===== src/rtl/bmdma_pkg.sv =====
package bmdma_pkg;
  localparam int NCH      = 2;
  localparam int AW       = 4;
  localparam int DW       = 32;
  localparam int BIT_START = 0;
  localparam int BIT_DIR   = 3;
  localparam int BIT_ACT   = 0;
  localparam int BIT_ERR   = 1;
  localparam int BIT_INT   = 2;
  localparam logic [7:0] CAP_MASK  = 8'h60;
  localparam logic [7:0] STS_RESET = 8'h60;

  typedef enum logic [1:0] {SZ_BYTE = 2'd0, SZ_HALF = 2'd1, SZ_WORD = 2'd2} size_e;

  // new direction: locked while a run is in progress
  function automatic logic next_dir(input logic run, input logic old_dir, input logic [7:0] w);
    return run ? old_dir : w[BIT_DIR];
  endfunction

  // sticky flag with write-one-to-clear and a hardware set that wins
  function automatic logic w1c_flag(input logic old_v, input logic hw_set,
                                    input logic sw_we, input logic sw_bit);
    if (hw_set) return 1'b1;
    if (sw_we && sw_bit) return 1'b0;
    return old_v;
  endfunction

  function automatic logic [DW-1:0] align_ptr(input logic [DW-1:0] w);
    return {w[DW-1:2], 2'b00};
  endfunction
endpackage


===== src/rtl/bmdma_decode.sv =====
module bmdma_decode
  import bmdma_pkg::*;
(
  input  logic           io_en,
  input  logic           bm_en,
  input  logic           wr_en,
  input  logic [AW-1:0]  wr_addr,
  input  logic [1:0]     wr_size,
  output logic [NCH-1:0] cmd_we,
  output logic [NCH-1:0] sts_we,
  output logic [NCH-1:0] ptr_we
);
  localparam int OFS_W = AW - 1;
  logic wr_ok;
  logic [OFS_W-1:0] ofs;
  assign wr_ok = wr_en && io_en && bm_en;
  assign ofs   = wr_addr[OFS_W-1:0];

  for (genvar c = 0; c < NCH; c++) begin : g_ch
    logic hit;
    assign hit       = wr_ok && (wr_addr[AW-1] == c[0]);
    assign cmd_we[c] = hit && (ofs == OFS_W'(0)) && (wr_size == SZ_BYTE);
    assign sts_we[c] = hit && (ofs == OFS_W'(1)) && (wr_size == SZ_BYTE);
    assign ptr_we[c] = hit && (ofs == OFS_W'(4)) && (wr_size == SZ_WORD);
  end
endmodule


===== src/rtl/bmdma_chan.sv =====
module bmdma_chan
  import bmdma_pkg::*;
(
  input  logic          clk,
  input  logic          rst_n,
  input  logic          cmd_we,
  input  logic          sts_we,
  input  logic          ptr_we,
  input  logic [DW-1:0] wdata,
  input  logic          done_i,
  input  logic          err_i,
  output logic [7:0]    cmd_o,
  output logic [7:0]    sts_o,
  output logic [DW-1:0] ptr_o,
  output logic          start_o,
  output logic          abort_o,
  output logic          irq_o
);
  logic run_q, dir_q, act_q, err_q, int_q;
  logic [1:0] cap_q;
  logic [DW-1:0] ptr_q;
  logic [7:0] wb;
  logic rise_ev, fall_ev;

  assign wb      = wdata[7:0];
  assign rise_ev = cmd_we && !run_q &&  wb[BIT_START] && !done_i;
  assign fall_ev = cmd_we &&  run_q && !wb[BIT_START] && !done_i;

  always_ff @(posedge clk) begin
    if (!rst_n) begin
      run_q   <= 1'b0;
      dir_q   <= 1'b0;
      act_q   <= 1'b0;
      err_q   <= 1'b0;
      int_q   <= 1'b0;
      cap_q   <= STS_RESET[6:5];
      ptr_q   <= '0;
      start_o <= 1'b0;
      abort_o <= 1'b0;
    end else begin
      start_o <= rise_ev;
      abort_o <= fall_ev;
      if (cmd_we) dir_q <= next_dir(run_q, dir_q, wb);
      if (done_i)      run_q <= 1'b0;
      else if (cmd_we) run_q <= wb[BIT_START];
      if (done_i)       act_q <= 1'b0;
      else if (rise_ev) act_q <= 1'b1;
      else if (fall_ev) act_q <= 1'b0;
      int_q <= w1c_flag(int_q, done_i, sts_we, wb[BIT_INT]);
      err_q <= w1c_flag(err_q, err_i, sts_we, wb[BIT_ERR]);
      if (sts_we) cap_q <= wb[6:5];
      if (ptr_we) ptr_q <= align_ptr(wdata);
    end
  end

  assign cmd_o = {4'b0, dir_q, 2'b0, run_q};
  assign sts_o = {1'b0, cap_q, 2'b0, int_q, err_q, act_q};
  assign ptr_o = ptr_q;
  assign irq_o = int_q;


  act_rise_chk: assert property (@(posedge clk) disable iff (!rst_n)
    $rose(act_q) |-> start_o);

  act_fall_chk: assert property (@(posedge clk) disable iff (!rst_n)
    $fell(act_q) |-> (abort_o || $past(done_i)));

  dir_lock_chk: assert property (@(posedge clk) disable iff (!rst_n)
    $past(run_q) |-> $stable(dir_q));

  done_chk: assert property (@(posedge clk) disable iff (!rst_n)
    done_i |=> (int_q && !run_q && !act_q));

  int_src_chk: assert property (@(posedge clk) disable iff (!rst_n)
    $rose(int_q) |-> $past(done_i));

  pulse_excl_chk: assert property (@(posedge clk) disable iff (!rst_n)
    !(start_o && abort_o));
endmodule


===== src/rtl/bmdma_rdmux.sv =====
module bmdma_rdmux
  import bmdma_pkg::*;
(
  input  logic [NCH-1:0][7:0]    cmd_v,
  input  logic [NCH-1:0][7:0]    sts_v,
  input  logic [NCH-1:0][DW-1:0] ptr_v,
  input  logic [1:0]             rd_word,
  output logic [DW-1:0]          rd_data
);
  logic ch;
  assign ch = rd_word[1];
  always_comb begin
    if (rd_word[0]) rd_data = ptr_v[ch];
    else            rd_data = {16'h0, sts_v[ch], cmd_v[ch]};
  end
endmodule


===== src/rtl/bmdma_regs.sv =====
module bmdma_regs
  import bmdma_pkg::*;
(
  input  logic               clk,
  input  logic               rst_n,
  input  logic               io_en,
  input  logic               bm_en,
  input  logic               wr_en,
  input  logic [AW-1:0]      wr_addr,
  input  logic [1:0]         wr_size,
  input  logic [DW-1:0]      wr_data,
  input  logic [1:0]         rd_word,
  output logic [DW-1:0]      rd_data,
  input  logic [NCH-1:0]     dma_done,
  input  logic [NCH-1:0]     dma_err,
  output logic [NCH-1:0]     start_pulse,
  output logic [NCH-1:0]     abort_pulse,
  output logic [NCH*DW-1:0]  start_ptr,
  output logic [NCH-1:0]     irq
);
  logic [NCH-1:0] cmd_we, sts_we, ptr_we;
  logic [NCH-1:0][7:0] cmd_v, sts_v;
  logic [NCH-1:0][DW-1:0] ptr_v;

  bmdma_decode u_dec (
    .io_en(io_en), .bm_en(bm_en), .wr_en(wr_en), .wr_addr(wr_addr),
    .wr_size(wr_size), .cmd_we(cmd_we), .sts_we(sts_we), .ptr_we(ptr_we)
  );

  for (genvar c = 0; c < NCH; c++) begin : g_chan
    bmdma_chan u_ch (
      .clk(clk), .rst_n(rst_n),
      .cmd_we(cmd_we[c]), .sts_we(sts_we[c]), .ptr_we(ptr_we[c]),
      .wdata(wr_data), .done_i(dma_done[c]), .err_i(dma_err[c]),
      .cmd_o(cmd_v[c]), .sts_o(sts_v[c]), .ptr_o(ptr_v[c]),
      .start_o(start_pulse[c]), .abort_o(abort_pulse[c]), .irq_o(irq[c])
    );
    assign start_ptr[c*DW +: DW] = ptr_v[c];
  end

  bmdma_rdmux u_rd (
    .cmd_v(cmd_v), .sts_v(sts_v), .ptr_v(ptr_v), .rd_word(rd_word), .rd_data(rd_data)
  );


  one_target_chk: assert property (@(posedge clk) disable iff (!rst_n)
    $onehot0({cmd_we, sts_we, ptr_we}));

  gate_chk: assert property (@(posedge clk) disable iff (!rst_n)
    (!io_en || !bm_en) |-> ({cmd_we, sts_we, ptr_we} == '0));
endmodule


===== config.mk =====
export PLATFORM = sky130hd
export DESIGN_NAME = bmdma_regs
export DESIGN_NICKNAME = d
export VERILOG_FILES = /design/src/rtl/bmdma_pkg.sv /design/src/rtl/bmdma_decode.sv /design/src/rtl/bmdma_chan.sv /design/src/rtl/bmdma_rdmux.sv /design/src/rtl/bmdma_regs.sv
export SDC_FILE = /design/constraint.sdc
export NUM_CORES = 1
export LEC_CHECK = 0
export CORE_AREA = 2 2 127 105
export CTS_CLUSTER_SIZE = 40
export DETAILED_ROUTE_END_ITERATION = 8
export DIE_AREA = 0 0 129 107
export PLACE_DENSITY_LB_ADDON = 0.12
export REMOVE_ABC_BUFFERS = 1
export SYNTH_ARGS = -nofsm -noshare
export SYNTH_HDL_FRONTEND = slang
export SYNTH_HIERARCHICAL = 1
export SYNTH_SLANG_ARGS = --single-unit

===== constraint.sdc =====
create_clock -name clk -period 2.3 [get_ports clk]
set_input_delay 0.575 -clock clk [delete_from_list [all_inputs] [get_ports clk]]
set_output_delay 0.575 -clock clk [all_outputs]
set_load 0.01 [all_outputs]

==> results of run 1 <==
flip-flops by register name, indices dropped and copies added (netlist names):
register             cells
g_chan.u_ch/dir_q        2
g_chan.u_ch/abort_o      2
g_chan.u_ch/irq_o        2
g_chan.u_ch/ptr_o       60
g_chan.u_ch/start_o      2
g_chan.u_ch/act_q        2
g_chan.u_ch/cap_q        4
g_chan.u_ch/run_q        2
g_chan.u_ch/err_q        2
layer usage:
| metal | track usage | vias to the layer above | part of all wire |
|---|---|---|---|
| met5 | 0 | - | 0 |
| met4 | 0.03261 | 0 | 0.0043 |
| met3 | 0.05589 | 4 | 0.063 |
| met2 | 0.2218 | 108 | 0.42 |
| met1 | 0.2230 | 1418 | 0.52 |
| li1 | - | 1473 | - |
power groups by stage:
| stage | clock network [mW] | registers (mW) | logic [mW] |
|---|---|---|---|
| after detailed placement | 0 | 1.39 | 0.296 |
| after CTS | 1.68 | 1.36 | 0.318 |
| final | 1.64 | 1.36 | 0.315 |
| after floorplan | 0 | 1.39 | 0.0907 |
| after global routing | 1.75 | 1.36 | 0.338 |
| after global placement | 0 | 1.39 | 0.293 |
worst register-to-register path: stages, from the launching register on:
cell and delay [ns]:
sky130_fd_sc_hd__dfxtp_1 0.38, sky130_fd_sc_hd__nor2b_4 0.13, sky130_fd_sc_hd__mux2i_1 0.18, sky130_fd_sc_hd__nor2b_1 0.06
stage by stage:
stage / worst slack, ns / utilization / instances
global route: 0.003566 / 0.4786 / 689
floorplan: -3.202 / - / 325
global placement: -0.3791 / 0.4426 / 665
finish: 0.05701 / 0.4786 / 689
detailed placement: -0.3865 / 0.4426 / 665
CTS: -0.08263 / 0.4787 / 689
kinds of logic (layout without fill, tap and decap cells):
logic type | count (synthesis) | after routing | share of synthesized area
AOI/OAI and AO/OA | 8 | 8 | 0.01174
buffers and inverters | 55 | 189 | 0.1221
DFF | 78 | 78 | 0.3857
muxes | 100 | 100 | 0.2967
other | 2 | 22 | 0.001855
and+or+nand+nor | 117 | 117 | 0.1820
cells in the final DEF, fill, tap and decap left out, types with 2 or more instances in the layout:
master                            count
sky130_fd_sc_hd__a21oi_1              6
sky130_fd_sc_hd__nor4_2               3
sky130_fd_sc_hd__nor2_1               4
sky130_fd_sc_hd__nand3b_1             3
sky130_fd_sc_hd__dfxtp_1             78
sky130_fd_sc_hd__buf_12               8
sky130_fd_sc_hd__buf_2                3
sky130_fd_sc_hd__clkdlybuf4s15_2      2
sky130_fd_sc_hd__clkdlybuf4s15_1      3
sky130_fd_sc_hd__buf_4               15
sky130_fd_sc_hd__nor3_1               2
sky130_fd_sc_hd__buf_6                4
sky130_fd_sc_hd__nand2_1              8
sky130_fd_sc_hd__clkbuf_8             5
sky130_fd_sc_hd__clkbuf_16            9
sky130_fd_sc_hd__nand2b_1             5
sky130_fd_sc_hd__bufinv_16            2
sky130_fd_sc_hd__nor3b_1              4
sky130_fd_sc_hd__mux2i_1             83
sky130_fd_sc_hd__nor2b_4              2
sky130_fd_sc_hd__dlygate4sd2_1       24
sky130_fd_sc_hd__nor2b_1             82
sky130_fd_sc_hd__conb_1              22
sky130_fd_sc_hd__clkdlybuf4s50_1    111
sky130_fd_sc_hd__bufbuf_16            2
sky130_fd_sc_hd__a2bb2oi_1            2
sky130_fd_sc_hd__mux4_2              16
worst min-delay path by stage:
| stage | start | to | slack (ns) |
|---|---|---|---|
| final | g_chan[1].u_ch/cap_q[1] | g_chan[1].u_ch/cap_q[1] | 0.47 |
| after global placement | g_chan[1].u_ch/cap_q[1] | g_chan[1].u_ch/cap_q[1] | 0.46 |
| after detailed placement | g_chan[1].u_ch/cap_q[0] | g_chan[1].u_ch/cap_q[0] | 0.46 |
| after global routing | g_chan[1].u_ch/cap_q[0] | g_chan[1].u_ch/cap_q[0] | 0.49 |
| after floorplan | g_chan[1].u_ch/cap_q[0] | g_chan[1].u_ch/cap_q[0] | 0.43 |
| after CTS | g_chan[1].u_ch/cap_q[0] | g_chan[1].u_ch/cap_q[0] | 0.48 |
area by class of cell:
cell class,instances,area share
Tap cell,175,0.03647
Clock inverter,2,0.01000
Clock buffer,14,0.04897
Timing Repair Buffer,173,0.2959
Multi-Input combinational cell,247,0.3486
Sequential cell,78,0.2601
repair_timing:
action,in CTS,in global routing
endpoints found under the setup margin,31,5
cloned,2,0
setup buffers,6,0
gates resized for setup,52,2
==> reports/summary.md, run 1 <==
The run finished with clean final reports. Worst flop-to-flop path startpoint: g_chan[0].u_ch/run_q. The logs give 2.652 mW for the cell-internal power and 0.33 ns for the clock latency of the later-clocked register in the worst-skew pair. After clock tree synthesis, the clock-pin slew on the worst setup and hold paths is 0.06 ns.

The initial antenna violation count came out at 0. In this run, CTS created clock tree buffers numbering 9. The combinational share of power is 0.095, and the maximum number of pins on one net before global-route repair is 27.

The tools report the final net count as 558. Across the whole layout, storage elements account for 1562 sq um. Among all flip-flop cells after synthesis, the most frequent one is sky130_fd_sc_hd__dfxtp_1. The area after detailed placement was 5553 sq um.

The overflow left after global routing is 0. STA classifies the critical path endpoint as a primary output. The logs give 0.1550 for the total routing usage reported by global routing and 0 for the total of hold buffers inserted after clock tree synthesis.

The logs give 4049 sq um for the cell area after synthesis and 360 for the instance count of the mapped netlist. Nature of the critical path startpoint: an input port. The floorplan die width was 129 um. The tools report the via count of the first global-routing pass as 2984.

The total power of the final layout is 3.315 mW. The critical path goes through buf_6 -> bufbuf_16 -> buf_4 -> mux4_2 -> buf_2. For this run, design rule violations remaining after detail routing come to 0. In the final timing run, aggregate negative setup slack is 0 ns. Routability-driven placement finished with a final weighted congestion of 0.7325.

The worst register-to-register path has a setup slack of 1.45 ns. The standard cell with the maximum stage delay on the critical path is sky130_fd_sc_hd__mux4_2. Final-layout worst hold slack: 0.4741 ns. The relative contribution of the clock network to total power is 0.494. At the worst endpoint, the required time is 1.73 ns. The number of I/O pins came out at 151.

Final number of hold-violating endpoints: 0. The first global-routing pass estimated 16.33 mm of wire. In the synthesized netlist, the cells that appear most often are sky130_fd_sc_hd__mux2i_1, sky130_fd_sc_hd__nor2b_1, sky130_fd_sc_hd__dfxtp_1. The synthesized design contains 0 enable-type register cells. The highest achievable clock rate came out at 445.8 MHz.

The number of port buffers was 145. The worst min-delay path category is flop to flop. The max-slew violation count was 0; the total wire length after detailed routing was 10.53 mm. Fill cell instance count of the final layout: 1187. The terminus of the critical flop-to-flop path is g_chan[0].u_ch/dir_q. Synthesis inferred 78 register bits. Setup violations remaining at the end of the flow were counted as 0. The type of the setup path with the least slack was input port to primary output. The sequential fraction of the synthesis area is 0.3857, and the share of Yosys cell area claimed by the top area cell type is 0.3857. The static leakage power is 2.134 nW. The clock net sink count came out at 78. The area occupied by multi-input gates was 2093 sq um. The number of cells traversed by the worst register-to-register path came out at 3.

Area of the die: 13800 sq um. The number of DRC violations after detailed-routing iteration 0 is 105. The run gives 0.411 as the sequential power share.

The via-per-instance ratio came out at 4.358. The number of distinct library cells after synthesis was 24; the max-cap check violation count was 0. Setup repair after global routing left no endpoint under its margin. The worst clock skew was 0.001492 ns; the share of async-settable or async-resettable flops after synthesis was 0.

The top cell family by delay on the critical path is buffers and inverters. The final instance area is 6005 sq um. Once detail routing completed, the nets flagged for antenna violations numbered 0. By area the synthesized netlist is led by sky130_fd_sc_hd__dfxtp_1, sky130_fd_sc_hd__mux2i_1, sky130_fd_sc_hd__nor2b_1. In the final routed layout, each cell accounts on average for 15.28 um. Count of buffer and inverter cells on the critical path: 4. The net switching component of the power is 663.1 uW.

In this run the worst setup path terminates at rd_data[12]. The tools report the core area as 12550 sq um. IR analysis of the VDD net gives a maximum drop of 367.3 uV.

The root cell of the clock tree is sky130_fd_sc_hd__clkbuf_16. The critical path data arrival time is 1.67 ns, and the depth of the critical timing path with buffers and inverters included is 5. The largest buffer count on any clock path was 2; the fraction of layout cells with a size suffix above 1 was 0.1440. Along the worst path, the maximum fanout reaches 4. TritonCTS built the clock tree. Summed over all instances, the cell type with the most area after synthesis is sky130_fd_sc_hd__dfxtp_1. From bottom edge to top edge, the die measures 107 um. The launching element of the worst setup path was rd_word[1].

0 antenna diodes ended up in the layout. The run gives 37 as the floorplan row count. For this run, the number of Yosys warnings is 6. Cell with the most instances after synthesis: sky130_fd_sc_hd__mux2i_1. The final cycle utilization of the critical path works out to 0.9752.

The total power per unit cell area works out to 552.0 nW/um^2. The worst path in the final design needs a cycle of 2.243 ns, including I/O delays and setup. The starting density of the core was 0.3227; the mean post-synth cell area was 11.25 sq um. The number of H-tree levels is 3.

The area growth from synthesis to layout is 48.30%. For this run, the slowest stage of the critical path takes 0.47 ns. Net switching share of the total power: 0.2001.

The logs give 4 for the first-pass iteration count of the detailed router and 7.372 mm for the placed wire-length estimate. Across all layers, the routed design uses 3003 vias. Counting instances, the worst hold path has a depth of 2.
Power figures use the tool's default switching activity.
==> inputs of run 2 (changes only) <==
==> constraint.sdc (replaced) <==
create_clock -name clk -period 2.3 [get_ports clk]
set_input_delay 0.46 -clock clk [delete_from_list [all_inputs] [get_ports clk]]
set_output_delay 0.46 -clock clk [all_outputs]
set_load 0.01 [all_outputs]
==> run 2 against run 1 <==
Compared with the run above: routed wire length fell by 1.9%; fmax is 0.20% higher; first-iteration DRC count fell by 34%; register-to-register slack worse by 0.02 ns; critical path depth decreased by 1; power shrank 8.5%; worst hold slack about the same; setup slack better by 0.0044 ns; count of clock-buffer cells in the layout grew 1; via count down 1.2%; largest cell class unchanged.
==> reports/summary.md, run 2 (same netlist as run 1, synthesis figures left out) <==
The area growth from synthesis to layout is 44.04%. The total routing usage reported by global routing was 0.1484; the via-per-instance ratio was 4.397. The relative contribution of the clock network to total power came out at 0.452. Across the run, the number of max-cap violations was 0.

TritonCTS created 9 clock buffers. The logs give 331.6 uV for the worst vdd rail ir drop and 0 for the total of hold buffers inserted after clock tree synthesis. The number of diodes is 0. At the later pin of the worst-skew pair, clock insertion delay measures 0.33 ns. The initialized floorplan defines 37 standard-cell rows. For the via count of the first global-routing pass, the log shows 2889. In this run the standard cell core region covers 12550 sq um. The maximum number of pins on one net before global-route repair is 31, and the clock net sink count is 78. For this design the total switching power over the nets is 645.9 uW.

In this run the tool buffered the top-level ports with 145 buffer cells. Walking the worst path, the cells encountered are buf_2 -> buf_12 -> mux4_2 -> clkdlybuf4s50_1. The logs give 545 for the final net count and 0.003287 ns for the worst clock skew. For the highest achievable clock rate, the log shows 446.7 MHz.

For the largest buffer count on any clock path, the log shows 2. Data on the critical path arrives at its endpoint at 1.78 ns. Setup total negative slack on the finished layout was measured at 0 ns. STA classifies the critical path startpoint as an input port. In this run the count of I/O pins placed on the die edge is 151.

The run gives 0.6439 as the worst-case headroom to the max-slew limit. The worst register-to-register path begins at g_chan[0].u_ch/run_q. At the end of routability-driven placement, the weighted congestion stood at 0.7083.

The sequential power share came out at 0.449. The overflow left after global routing is 0. The combinational share of power is 0.099.

For the max-slew violation count, the log shows 0. The internal power of the cells totals 2.388 mW. TritonCTS built the clock tree.

In the routed design, unresolved DRC markers number 0. The final cycle utilization of the critical path came out at 0.9733. The worst hold path belongs to the class flop to flop. Tracing the worst setup path back leads to its startpoint at rd_word[1]. The tools report the initial antenna violation count as 0. The type of the setup path with the least slack was input port to primary output. The endpoint identified for the worst register-to-register timing path is g_chan[0].u_ch/dir_q.

The floorplan die width works out to 129 um. The total power per unit cell area was 520.2 nW/um^2; the post-route minimum period was 2.239 ns. Setup violations remaining at the end of the flow were counted as 0. Summing over every cut layer, the via total after detailed routing is 2968.

After detailed placement, the design holds a cell count of 659. The count of antenna-violating nets left after detailed routing is 0. The post-route core utilization is 0.4648.

The wire-length estimate of the detail-placed layout is 7.143 mm. The starting density of the core is 0.3227. In this run the static leakage power is 1.998 nW. For the final instance area, the log shows 5832 sq um. Leaving out fill and tap cells, the most frequent cell in the layout is sky130_fd_sc_hd__clkdlybuf4s50_1. The register with the most flip-flops in the layout has 60 of them. The first-pass iteration count of the detailed router is 4, and the final number of hold-violating endpoints is 0. In the layout the commonest cells are sky130_fd_sc_hd__clkdlybuf4s50_1, sky130_fd_sc_hd__mux2i_1, sky130_fd_sc_hd__nor2b_1.

The die is 107 um tall. The first global-routing pass estimated 15.55 mm of wire. The logs give 3 for the number of H-tree levels and 1.84 ns for the data required time of the critical path. In this run the register-to-register setup slack is 1.43 ns. In this run, the number of DRC markers left after iteration 0 of detailed routing was 69. Among all stages on the critical path, the largest delay is contributed by sky130_fd_sc_hd__mux4_2. The clock transition at the registers of the reported paths was 0.05 ns; the worst-margin pin slew was 0.5341 ns. Of all nets on the critical path, the largest fanout is 8. The root cell of the clock tree is sky130_fd_sc_hd__clkbuf_16. The tools report the area after detailed placement as 5495 sq um. The stage delay of the slowest cell on the critical path was 0.50 ns; the net switching share of the total power was 0.2129. The run finished with clean final reports.

The fraction of layout cells with a size suffix above 1 is 0.1080, and the number of cells traversed by the worst register-to-register path is 3. The run gives 13800 sq um as the area of the die. The average wire length per cell after detail routing works out to 15.31 um.

Destination of the critical timing path: rd_data[2]. Summed over all layers, the routed wires come to 10.33 mm. Setup repair after global routing left no endpoint under its margin. STA classifies the critical path endpoint as a primary output. After the flow finishes, the layout carries non-filler instances totaling 675.
run 2: final cells by class:
type / instances / area [sq um]
multi-input cells: 247 / 2085
well taps: 175 / 219.0
repair buffers: 160 / 1679
fillers: 1162 / 6714
flip-flops and latches: 78 / 1562
clock buffers: 15 / 287.8
run 2: critical path: cells and delay by family:
kind                   cells  cell delay [ns]
buffers and inverters      3             0.82
muxes                      1             0.50
run 2: per-layer routing:
metal  track usage  share of wire  vias to the layer above
li1              -              -                     1453
met1        0.2082           0.49                     1395
met2        0.2135           0.42                      115
met3       0.05938          0.081                        5
met4       0.03261         0.0071                        0
met5             0              0                        -
run 2: worst min-delay path by stage:
stage / from / to / slack [ns] / depth (start not counted)
final: g_chan[1].u_ch/cap_q[1] / g_chan[1].u_ch/cap_q[1] / 0.47 / 2
after global routing: g_chan[1].u_ch/cap_q[0] / g_chan[1].u_ch/cap_q[0] / 0.50 / 2
after global placement: g_chan[1].u_ch/cap_q[1] / g_chan[1].u_ch/cap_q[1] / 0.46 / 2
after detailed placement: g_chan[1].u_ch/cap_q[1] / g_chan[1].u_ch/cap_q[1] / 0.46 / 2
after floorplan: g_chan[1].u_ch/cap_q[0] / g_chan[1].u_ch/cap_q[0] / 0.43 / 2
after CTS: g_chan[1].u_ch/cap_q[1] / g_chan[1].u_ch/cap_q[1] / 0.47 / 2
run 2: repair_timing:
action / in CTS / in global routing
setup endpoints to repair: 31 / 12
cloned: 1 / 0
buffers inserted: 0 / 0
gates resized for setup: 6 / 10
run 2: through the flow:
stage | hold slack [ns] | setup WS (ns) | total power, mW
floorplan | 0.4350 | -3.087 | 1.483
global placement | 0.4614 | -0.1406 | 1.686
detailed placement | 0.4583 | -0.1622 | 1.689
CTS | 0.4741 | 0.02145 | 3.089
global route | 0.4961 | 0.001925 | 3.154
finish | 0.4737 | 0.06142 | 3.034
run 2: power groups by stage:
stage	logic, mW	clock network (mW)	registers [mW]
5_1_grt	0.323	1.47	1.36
6_report	0.301	1.37	1.36
2_1_floorplan	0.0907	0	1.39
3_3_place_gp	0.293	0	1.39
3_5_place_dp	0.297	0	1.39
4_1_cts	0.304	1.42	1.36
==> inputs of run 3 (changes only) <==
--- a/config.mk
+++ b/config.mk
@@ -5,10 +5,10 @@
 export SDC_FILE = /design/constraint.sdc
 export NUM_CORES = 1
 export LEC_CHECK = 0
-export CORE_AREA = 2 2 127 105
+export CORE_AREA = 2 2 110 90
 export CTS_CLUSTER_SIZE = 40
 export DETAILED_ROUTE_END_ITERATION = 8
-export DIE_AREA = 0 0 129 107
+export DIE_AREA = 0 0 112 92
 export PLACE_DENSITY_LB_ADDON = 0.12
 export REMOVE_ABC_BUFFERS = 1
 export SYNTH_ARGS = -nofsm -noshare
==> run 3 against run 2 <==
Compared with the run above: count of clock-buffer cells in the layout is 3 lower; largest power group unchanged; sequential cell count stayed put; critical endpoint is now rd_data[12]; routed wire length is 5.9% lower.
==> reports/summary.md, run 3 (same netlist as run 1, synthesis figures left out) <==
The final cycle utilization of the critical path is 0.9779. Hold path startpoint: g_chan[0].u_ch/cap_q[1]. The highest achievable clock rate was 444.6 MHz; the final-layout worst hold slack was 0.4760 ns.

After clock tree synthesis, the clock-pin slew on the worst setup and hold paths is 0.05 ns. The clock arrives with 0.0007256 ns of skew. The setup check on the worst reg-to-reg path leaves a slack of 1.41 ns. At the end of the flow, the number of nets in the layout was 548.

Counting along the longest clock path gives a buffer depth of 2. The region available for standard cell placement spans 9369 sq um. The path with the worst hold slack has its endpoint at g_chan[0].u_ch/cap_q[1].

The layout overhead on the synthesized area is 42.15%. In this run the critical register-to-register path is captured at g_chan[0].u_ch/dir_q. In this run the worst path has a maximum fanout of 17. The wire length of the first global-routing pass is 15.65 mm, and the total of hold buffers inserted after clock tree synthesis is 0. The run gives 47 as the number of DRC violations after detailed-routing iteration 0. The static leakage power is 1.970 nW, and the number of cells traversed by the worst hold path is 2.

The final layout contains routed wiring with a total length of 9.723 mm. Commonest non-fill, non-tap cell in the layout: sky130_fd_sc_hd__clkdlybuf4s50_1. Row generation in the floorplan step produced 32 rows. For the worst-case headroom to the max-slew limit, the log shows 0.6427.

The worst min-delay path category was flop to flop. The number of port buffers works out to 145. At the pin with the least slew margin, the transition time is 0.5315 ns.

The die is 112 um wide. The number of H-tree levels was 3. The total power per unit cell area was 550.4 nW/um^2.

The fraction of layout cells with a size suffix above 1 works out to 0.1111. In the layout the commonest cells are sky130_fd_sc_hd__clkdlybuf4s50_1, sky130_fd_sc_hd__mux2i_1, sky130_fd_sc_hd__nor2b_1. In this design, the stage delay of the slowest critical-path cell is 0.50 ns. Measured in cells, the most critical reg-to-reg path has a length of 3. The total overflow left after global routing is 0.

The tools report the via count of the first global-routing pass as 3043. The flow ran to the end, and the final reports show no timing, DRC or antenna violations. The worst setup slack after placement is -0.1348 ns, and the number of I/O pins is 151. IR analysis of the VDD net gives a maximum drop of 352.8 uV. For the max-slew violation count, the log shows 0. STA classifies the critical path endpoint as a primary output.

For this design, the slowest cell found on the critical path is sky130_fd_sc_hd__mux4_2. The type of the setup path with the least slack was input port to primary output. The tree built by TritonCTS fans out to 78 sinks. In this run the critical register-to-register path is launched from g_chan[0].u_ch/run_q. For the critical path data arrival time, the log shows 1.79 ns.

The tree is rooted in a sky130_fd_sc_hd__clkbuf_16. The vertical die dimension was 92 um. The first detailed-routing pass ran for 4 iterations.

The run gives 0.05079 ns as the final worst setup slack. The total routing usage reported by global routing was 0.1918; the clock latency of the later-clocked register in the worst-skew pair was 0.33 ns. TritonCTS built the clock tree. The run gives 0 as the final number of hold-violating endpoints. Number of diodes: 0. Setup repair after global routing left no endpoint under its margin. Max-cap violations in this run came to 0.

The signal on the critical path passes through buf_2 -> buf_12 -> mux4_2 -> clkdlybuf4s50_1. The tools report the nature of the critical path startpoint as an input port. Summed over all nets, the half-perimeter wirelength after detailed placement is 6.806 mm.

For this run, design rule violations remaining after detail routing come to 0. The post-route core utilization came out at 0.6143. The run gives 0.4322 as the starting density of the core.

Setup violations remaining at the end of the flow were counted as 0. The clock buffer count from CTS is 9. For the worst setup path, the data required time is 1.84 ns. The die covers 10300 sq um. Dividing the detail-routed via count by the number of cells gives 4.787. The count of nets left with antenna violations once routing finished came out at 0.

The initial antenna violation count is 0, and the final weighted congestion in routability-driven placement is 0.7768. The number of vias after detailed routing was 2982; the post-route minimum period was 2.249 ns. The number of flip-flops in the largest register was 60; the maximum number of pins on one net before global-route repair was 32. Dividing the detail-routed wire length by the instance count gives 15.61 um.
-- run 3: per-layer routing --
metal	vias to the layer above	wire length [um]	global-route usage	part of all wire
met4	0	76	0.05589	0.0078
li1	1462	-	-	-
met3	7	637	0.06411	0.066
met2	93	4382	0.3051	0.45
met1	1420	4626	0.2499	0.48
met5	-	0	0	0
-- run 3: layout make-up --
| type | count | area, sq um |
|---|---|---|
| clock buffer | 12 | 246.5 |
| multi-input combinational | 247 | 2081 |
| clock inverter | 4 | 70.07 |
| tap | 119 | 148.9 |
| fill | 799 | 3613 |
| sequential | 78 | 1562 |
| timing repair buffer | 163 | 1648 |
-- run 3: what timing repair did --
action                     in CTS  in global routing
resized for setup               3                  4
buffers inserted                0                  3
cloned                          1                  0
setup endpoints to repair      31                  5
-- run 3: how the worst max path moves through the flow --
stage,from,endpoint,slack [ns]
global route,rd_word[0],rd_data[30],0.005
global placement,rd_word[0],rd_data[12],-0.12
detailed placement,rd_word[0],rd_data[12],-0.13
floorplan,wr_addr[3],g_chan[0].u_ch/ptr_o[10],-3.09
finish,rd_word[1],rd_data[12],0.05
CTS,rd_word[1],rd_data[5],0.02
-- run 3: report_power, final --
group / switching (mW) / internal, mW
clock: 0.535 / 0.977
combinational: 0.113 / 0.180
sequential: 0.00445 / 1.36
total: 0.653 / 2.51
-- run 3: metrics by stage --
step / total power [mW] / instances / instance area, sq um / setup TNS (ns)
final: 3.168 / 623 / 5756 / 0
after global routing: 3.287 / 623 / 5756 / 0
after detailed placement: 1.681 / 603 / 5400 / -2.721
after floorplan: 1.483 / 325 / 3630 / -183.05
after global placement: 1.677 / 603 / 5400 / -3.067
after CTS: 3.204 / 620 / 5723 / 0
-- run 3: critical path: cells and delay by family --
family	cells	cell delay, ns
mux	1	0.50
buf+inv	3	0.82
